--- src/rtl/bpm_pkg.sv ---
// Shared definitions for the bit-plane median denoiser.
// Assumes: nothing beyond the standard language.
package bpm_pkg;

    // Decision taken for the centre pixel of one channel.
    typedef enum logic {
        PICK_CENTRE = 1'b0,
        PICK_MEDIAN = 1'b1
    } pick_e;

    // Width of a ones counter able to hold the value n.
    function automatic int count_width(input int n);
        return $clog2(n + 1);
    endfunction

endpackage

--- src/rtl/bpm_plane_count.sv ---
// Counts the ones in one bit plane of the window (one bit taken from each pixel).
// Assumes: N >= 1; purely combinational.
module bpm_plane_count #(
    parameter int N  = 9,
    parameter int CW = 4
) (
    input  logic [N-1:0]  plane,
    output logic [CW-1:0] ones
);

    // Population count of the plane.
    always_comb begin
        ones = '0;
        for (int i = 0; i < N; i++) begin
            ones = ones + CW'(plane[i]);
        end
    end

endmodule

--- src/rtl/bpm_rank_word.sv ---
// Builds one entry of the bitwise sorted vector: bit b is set when the ones
// count of plane b reaches the count the requested rank needs.
// Assumes: need = N - rank + 1 for rank in 1..N.
module bpm_rank_word #(
    parameter int W  = 8,
    parameter int CW = 4
) (
    input  logic [W-1:0][CW-1:0] counts,
    input  logic [CW-1:0]        need,
    output logic [W-1:0]         word
);

    genvar b;
    generate
        for (b = 0; b < W; b++) begin : g_bit
            // Plane b contributes a one when enough pixels carry it.
            assign word[b] = (counts[b] >= need);
        end
    endgenerate

endmodule

--- src/rtl/bpm_channel.sv ---
// Two-stage filter for one colour channel. Stage 1 registers the per-plane
// ones counts, the centre value and the threshold. Stage 2 builds the needed
// sorted entries, evaluates the estimator and registers the chosen value.
// Assumes: N odd, N >= 5, thr already clamped to (N-1)/4-1.
module bpm_channel
    import bpm_pkg::*;
#(
    parameter int W   = 8,
    parameter int N   = 9,
    parameter int CTR = 4,
    parameter int TW  = 2
) (
    input  logic           clk,
    input  logic           rst_n,
    input  logic           load_s1,
    input  logic           load_s2,
    input  logic [N*W-1:0] win,
    input  logic [TW-1:0]  thr,
    output logic [W-1:0]   px
);

    localparam int CW = count_width(N);
    localparam int GW = W + 3;
    localparam int MED_NEED = (N + 1) / 2;

    logic [W-1:0][N-1:0]  plane_bits;
    logic [W-1:0][CW-1:0] cnt_d;
    logic [W-1:0][CW-1:0] cnt_q;
    logic [W-1:0]         ctr_q;
    logic [TW-1:0]        thr_q;

    genvar b, p;
    generate
        for (b = 0; b < W; b++) begin : g_plane
            for (p = 0; p < N; p++) begin : g_pix
                assign plane_bits[b][p] = win[p*W + b];
            end
            bpm_plane_count #(.N(N), .CW(CW)) u_cnt (
                .plane (plane_bits[b]),
                .ones  (cnt_d[b])
            );
        end
    endgenerate

    // Stage 1: capture counts, centre and threshold of an accepted window.
    always_ff @(posedge clk) begin
        if (!rst_n) begin
            cnt_q <= '0;
            ctr_q <= '0;
            thr_q <= '0;
        end else if (load_s1) begin
            cnt_q <= cnt_d;
            ctr_q <= win[CTR*W +: W];
            thr_q <= thr;
        end
    end

    logic [CW-1:0] need_min, need_max, need_med, need_lo, need_hi;
    logic [W-1:0]  t_min, t_max, t_med, t_lo, t_hi;

    // Counts each rank needs: lowest entry needs all N, highest needs 1.
    always_comb begin
        need_min = CW'(N);
        need_max = CW'(1);
        need_med = CW'(MED_NEED);
        need_lo  = CW'(N - int'(thr_q));
        need_hi  = CW'(int'(thr_q) + 1);
    end

    bpm_rank_word #(.W(W), .CW(CW)) u_min (.counts(cnt_q), .need(need_min), .word(t_min));
    bpm_rank_word #(.W(W), .CW(CW)) u_max (.counts(cnt_q), .need(need_max), .word(t_max));
    bpm_rank_word #(.W(W), .CW(CW)) u_med (.counts(cnt_q), .need(need_med), .word(t_med));
    bpm_rank_word #(.W(W), .CW(CW)) u_lo  (.counts(cnt_q), .need(need_lo),  .word(t_lo));
    bpm_rank_word #(.W(W), .CW(CW)) u_hi  (.counts(cnt_q), .need(need_hi),  .word(t_hi));

    logic signed [GW-1:0] s_x, mn_x, mx_x, lo_x, hi_x, est;
    pick_e pick;

    // Estimator and replace decision in widened signed arithmetic.
    always_comb begin
        s_x  = signed'({3'b000, ctr_q});
        mn_x = signed'({3'b000, t_min});
        mx_x = signed'({3'b000, t_max});
        lo_x = signed'({3'b000, t_lo});
        hi_x = signed'({3'b000, t_hi});
        est  = s_x + s_x + s_x - mn_x - mx_x;
        pick = ((est >= hi_x) || (est <= lo_x)) ? PICK_MEDIAN : PICK_CENTRE;
    end

    // Stage 2: register the chosen value; hold it when no window advances.
    always_ff @(posedge clk) begin
        if (!rst_n) begin
            px <= '0;
        end else if (load_s2) begin
            px <= (pick == PICK_MEDIAN) ? t_med : ctr_q;
        end
    end

endmodule

--- src/rtl/bitplane_median_denoiser.sv ---
// Top level: clamps the threshold, runs one channel filter per colour
// channel and carries the valid flag through the two pipeline stages.
// Assumes: N odd and >= 5, CTR < N, TW wide enough for the clamp value.
module bitplane_median_denoiser #(
    parameter int W   = 8,
    parameter int N   = 9,
    parameter int CH  = 3,
    parameter int CTR = 4,
    parameter int TW  = 2
) (
    input  logic            clk,
    input  logic            rst_n,
    input  logic            in_valid,
    input  logic [N*CH*W-1:0] in_win,
    input  logic [TW-1:0]   in_thresh,
    output logic            out_valid,
    output logic [CH*W-1:0] out_px
);

    localparam int TMAX = (N - 1) / 4 - 1;

    logic [TW-1:0] thr_eff;
    logic          v1;

    // Limit the threshold to the largest usable rank offset.
    always_comb begin
        thr_eff = (int'(in_thresh) > TMAX) ? TW'(TMAX) : in_thresh;
    end

    // Valid pipeline matching the two data stages.
    always_ff @(posedge clk) begin
        if (!rst_n) begin
            v1        <= 1'b0;
            out_valid <= 1'b0;
        end else begin
            v1        <= in_valid;
            out_valid <= v1;
        end
    end

    genvar c, p;
    generate
        for (c = 0; c < CH; c++) begin : g_ch
            logic [N*W-1:0] ch_win;
            for (p = 0; p < N; p++) begin : g_pix
                assign ch_win[p*W +: W] = in_win[(p*CH + c)*W +: W];
            end
            bpm_channel #(.W(W), .N(N), .CTR(CTR), .TW(TW)) u_ch (
                .clk     (clk),
                .rst_n   (rst_n),
                .load_s1 (in_valid),
                .load_s2 (v1),
                .win     (ch_win),
                .thr     (thr_eff),
                .px      (out_px[c*W +: W])
            );
        end
    endgenerate

endmodule

--- config.mk ---
export PLATFORM = sky130hd
export DESIGN_NAME = bitplane_median_denoiser
export DESIGN_NICKNAME = d
export VERILOG_FILES = /design/src/rtl/bpm_pkg.sv /design/src/rtl/bpm_plane_count.sv /design/src/rtl/bpm_rank_word.sv /design/src/rtl/bpm_channel.sv /design/src/rtl/bitplane_median_denoiser.sv
export SDC_FILE = /design/constraint.sdc
export NUM_CORES = 1
export LEC_CHECK = 0
export BUFFER_PORTS_ARGS = -buffer_cell sky130_fd_sc_hd__clkbuf_2
export CORE_MARGIN = 3
export CORE_UTILIZATION = 50
export CTS_CLUSTER_DIAMETER = 60
export CTS_CLUSTER_SIZE = 30
export DETAILED_ROUTE_END_ITERATION = 16
export PLACE_DENSITY = 0.69
export SETUP_SLACK_MARGIN = 0.15
export SLEW_MARGIN = 10
export SYNTH_ARGS = -nofsm -noshare
export SYNTH_HDL_FRONTEND = slang
export SYNTH_HIERARCHICAL = 1
export SYNTH_SLANG_ARGS = --single-unit
--- constraint.sdc ---
create_clock -name clk -period 9.7 [get_ports clk]
set_clock_uncertainty 0.1 [all_clocks]
set_input_delay 0.485 -clock clk [delete_from_list [all_inputs] [get_ports clk]]
set_output_delay 0.485 -clock clk [all_outputs]
set_load 0.02 [all_outputs]
==> impl_metrics.xml <==
<?xml version="1.0" encoding="UTF-8"?>
<metrics>
  <group name="global_route">
    <metric name="global_route_wire_length_before_repair" unit="um">103500</metric>
    <metric name="busiest_layer" unit="">met2</metric>
    <metric name="initial_antenna_violation_count" unit="">0</metric>
    <metric name="use_met1" unit="%">28.69</metric>
    <metric name="vias_in_the_first_global_route" unit="">20512</metric>
    <metric name="global_route.usage.total" unit="%">21.68</metric>
    <metric name="pin_count_of_the_biggest_net_entering_global_routing" unit="">81</metric>
    <metric name="met3_usage" unit="%">3.160</metric>
    <metric name="grt.overflow.total" unit="">0</metric>
    <metric name="gr-usage-met2" unit="%">36.88</metric>
  </group>
  <group name="synthesis">
    <metric name="syn_area" unit="mm2">0.02810</metric>
    <metric name="count_of_flip_flops_with_a_built_in_enable_after_synthesis" unit="">0</metric>
    <metric name="post_synth_num_cell_types" unit="">42</metric>
    <metric name="leading_register_cell_type_out_of_synthesis" unit="">dfxtp_1</metric>
    <metric name="dominant_combinational_cell_family_by_area_after_synthesis" unit="">adder cells</metric>
    <metric name="simple_gate_area_share_of_the_yosys_netlist" unit="%">17.50</metric>
    <metric name="synth.ff_latch_count" unit="">152</metric>
    <metric name="synth_xor_xnor_area_share" unit="%">1.309</metric>
    <metric name="synth-seq-area-share" unit="%">10.83</metric>
    <metric name="synth-adder-area-share" unit="%">39.41</metric>
    <metric name="synth_warnings" unit="">6</metric>
    <metric name="synth_mux_area_share" unit="%">4.489</metric>
    <metric name="synth-compound-area-share" unit="%">16.79</metric>
    <metric name="gate_count_of_the_mapped_netlist" unit="">2871</metric>
    <metric name="ys_async_rst_share" unit="%">0</metric>
    <metric name="synth_area_per_cell" unit="um2">9.787</metric>
  </group>
  <group name="timing">
    <metric name="timing.setup.tns" unit="ns">0</metric>
    <metric name="finalCritPeriodShare" unit="%">57.25</metric>
    <metric name="fin_worst_hold_slack" unit="ns">0.1682</metric>
    <metric name="period_needed" unit="ns">5.553</metric>
    <metric name="maxClockFrequency" unit="MHz">180.1</metric>
    <metric name="number_of_failing_hold_endpoints_at_the_final_stage" unit="">0</metric>
    <metric name="timing_worst_slew_pin_value" unit="ns">0.9206</metric>
    <metric name="maxSlewHeadroom" unit="%">38.63</metric>
    <metric name="setup_viol" unit="">0</metric>
    <metric name="grt_setup_unrepaired" unit="">false</metric>
    <metric name="least_setup_slack_across_all_paths_after_layout" unit="ns">4.147</metric>
    <metric name="finalMaxSlewViolations" unit="">0</metric>
  </group>
  <group name="floorplanning">
    <metric name="floorplan.io_pins" unit="">246</metric>
    <metric name="dieHeight" unit="um">243.1</metric>
    <metric name="initial_core_util" unit="%">50.80</metric>
    <metric name="die_area" unit="mm2">0.05908</metric>
    <metric name="die_width" unit="um">243.1</metric>
    <metric name="core_outline_area" unit="mm2">0.05531</metric>
    <metric name="placementRows" unit="">86</metric>
  </group>
  <group name="critical_path">
    <metric name="cp_max_fo" unit="">9</metric>
    <metric name="worst-endpoint-arrival" unit="ns">5.81</metric>
    <metric name="critPathCaptureType" unit="">flip-flop</metric>
    <metric name="crit_required" unit="ns">9.96</metric>
    <metric name="critPathLaunchType" unit="">flip-flop</metric>
    <metric name="path_class" unit="">reg -&gt; reg</metric>
  </group>
  <group name="clocking">
    <metric name="cts_hold_buf" unit="">0</metric>
    <metric name="clkSlewWorstSetupHoldPaths" unit="ns">0.08</metric>
    <metric name="clock_tree_from_tritoncts" unit="">built</metric>
    <metric name="cts_made_buffers" unit="">17</metric>
    <metric name="clk_latency" unit="ns">0.50</metric>
    <metric name="cts-htree-levels" unit="">4</metric>
    <metric name="ctsResizeCount" unit="">0</metric>
    <metric name="cts_setup_buffers" unit="">0</metric>
    <metric name="clkSinkCount" unit="">152</metric>
    <metric name="cts_buffer_depth" unit="">2</metric>
    <metric name="clock_tree.root_cell" unit="">clkbuf_16</metric>
  </group>
  <group name="routing">
    <metric name="first_pass_iters" unit="">5</metric>
    <metric name="drtIter0Drc" unit="">807</metric>
    <metric name="drt-total-wl" unit="um">61850</metric>
    <metric name="route.detailed.vias_per_inst" unit="">5.072</metric>
    <metric name="wl_per_cell" unit="um">15.60</metric>
    <metric name="drc" unit="">0</metric>
    <metric name="num_vias" unit="">20104</metric>
    <metric name="drt.antenna.violating_nets" unit="">0</metric>
  </group>
  <group name="pwr">
    <metric name="ir_worst_vdd" unit="mV">0.1807</metric>
    <metric name="leakagePower" unit="nW">15.67</metric>
    <metric name="power_density" unit="mW/mm2">211.5</metric>
  </group>
  <group name="place">
    <metric name="place.gp.congestion" unit="">0.8809</metric>
    <metric name="pre_cts_ws" unit="ns">4.173</metric>
    <metric name="dpl.cell_count" unit="">3932</metric>
    <metric name="detailed_place_hpwl" unit="um">49170</metric>
    <metric name="port-buffer-count" unit="">245</metric>
  </group>
  <group name="layout">
    <metric name="layout.cells.non_filler" unit="">3964</metric>
    <metric name="design.final.nets" unit="">4210</metric>
    <metric name="layout_commonest_cell" unit="">inv_1</metric>
    <metric name="drive_above_1_share" unit="%">17.66</metric>
    <metric name="areaGrowthSynthToFinish" unit="%">10.86</metric>
    <metric name="filler_cell_count" unit="">5020</metric>
    <metric name="layout_common_cells" unit="">inv_1, ha_1, nor3_1</metric>
    <metric name="finalCoreUtilization" unit="%">56.32</metric>
    <metric name="antennaDiodeCount" unit="">0</metric>
  </group>
  <group name="run">
    <metric name="drv_cap" unit="">0</metric>
  </group>
  <group name="min_path">
    <metric name="min-delay-path-class" unit="">in -&gt; reg</metric>
  </group>
  <group name="status">
    <metric name="status" unit="">finished, final reports clean</metric>
  </group>
</metrics>
where the power goes:
| group | internal [mW] | switching [mW] | total [mW] |
|---|---|---|---|
| Clock | 0.412 | 0.312 | 0.724 |
| Combinational | 2.46 | 2.53 | 4.98 |
| Sequential | 0.716 | 0.164 | 0.881 |
| Total | 3.59 | 3.00 | 6.59 |
stage by stage:
step / cell area, um2 / total power [mW]
global route: 31150 / 7.317
floorplan: 28470 / 4.925
finish: 31150 / 6.587
detailed placement: 30540 / 5.843
global placement: 30540 / 5.750
CTS: 31150 / 6.614
flip-flops by register name, indices dropped and copies added, names as in the netlist:
signal / count
g_ch.u_ch/ctr_q: 24
v1: 1
g_ch.u_ch/cnt_q: 96
g_ch.u_ch/px: 24
out_valid: 1
g_ch.u_ch/thr_q: 6
synthesized netlist by cell type, types with 12 or more instances:
| master | number | area share [%] |
|---|---|---|
| inv_1 | 684 | 9.1 |
| ha_1 | 621 | 28 |
| nor3_1 | 246 | 4.4 |
| fa_1 | 165 | 12 |
| nor2_1 | 159 | 2.1 |
| dfxtp_1 | 152 | 11 |
| nor2b_1 | 132 | 2.9 |
| mux2i_1 | 126 | 4.5 |
| a2111oi_4 | 120 | 12 |
| nand2b_4 | 120 | 5.9 |
| xnor2_1 | 36 | 1.1 |
| o21ai_0 | 33 | 0.59 |
| a211oi_1 | 30 | 0.80 |
| a21oi_1 | 30 | 0.53 |
| a2111oi_0 | 24 | 0.75 |
| nor2b_4 | 24 | 1.2 |
| o21a_1 | 24 | 0.64 |
| clkbuf_1 | 21 | 0.28 |
| nand3_1 | 18 | 0.32 |
| nand2_1 | 15 | 0.20 |
| a21o_1 | 12 | 0.32 |
| buf_1 | 12 | 0.16 |
worst max-delay path, stage by stage (launching register included):
cell and delay, ns:
dfxtp_1 0.35, inv_1 0.07, ha_1 0.23, nand2b_4 0.16, a2111oi_4 0.34, nor3_1 0.12, fa_1 0.50, fa_1 0.52
inv_1 0.04, ha_1 0.36, a21oi_2 0.23, and2_4 0.17, nand2_1 0.08, a21o_1 0.18, a21oi_1 0.16, xnor2_1 0.17
ha_1 0.29, nand3_1 0.12, nor2_1 0.06, a211oi_1 0.26, o2111ai_2 0.32, a2111oi_0 0.52, a211oi_1 0.09
cell families (layout without fill, tap and decap cells):
logic type	after synthesis	count (layout)
xor+xnor	42	42
buf+inv	717	964
mux	126	126
flops	152	152
simple gates	732	732
compound gates	309	309
other cells	7	105
fa+ha+maj	786	786
path summary, 6_finish.rpt:
path / from / endpoint / slack, ns / depth (start not counted)
setup / recovery: g_ch[2].u_ch/cnt_q[16] / g_ch[2].u_ch/px[5] / 4.15 / 22
hold / removal: in_win[109] / g_ch[1].u_ch/ctr_q[5] / 0.17 / 3
setup reg to reg: g_ch[2].u_ch/cnt_q[16] / g_ch[2].u_ch/px[5] / 4.15 / 22
hold reg to reg: g_ch[0].u_ch/thr_q[0] / g_ch[0].u_ch/thr_q[0] / 0.44 / 2
final cells by class:
| class | instances | area, um2 | share of cell area [%] |
|---|---|---|---|
| clock buffers | 18 | 439.2 | 1.410 |
| flip-flops and latches | 152 | 3043 | 9.769 |
| repair buffers | 248 | 1260 | 4.045 |
| inverters | 684 | 2567 | 8.242 |
| multi-input cells | 2100 | 22730 | 72.98 |
| clock inverters | 14 | 172.7 | 0.5543 |
| well taps | 748 | 935.9 | 3.004 |
per-layer routing:
metal	wire length [um]	up-vias
met5	0	-
met4	1385	0
li1	-	10222
met1	29240	9479
met3	2253	70
met2	28970	333
No activity file was read; power rests on OpenSTA's default activity.
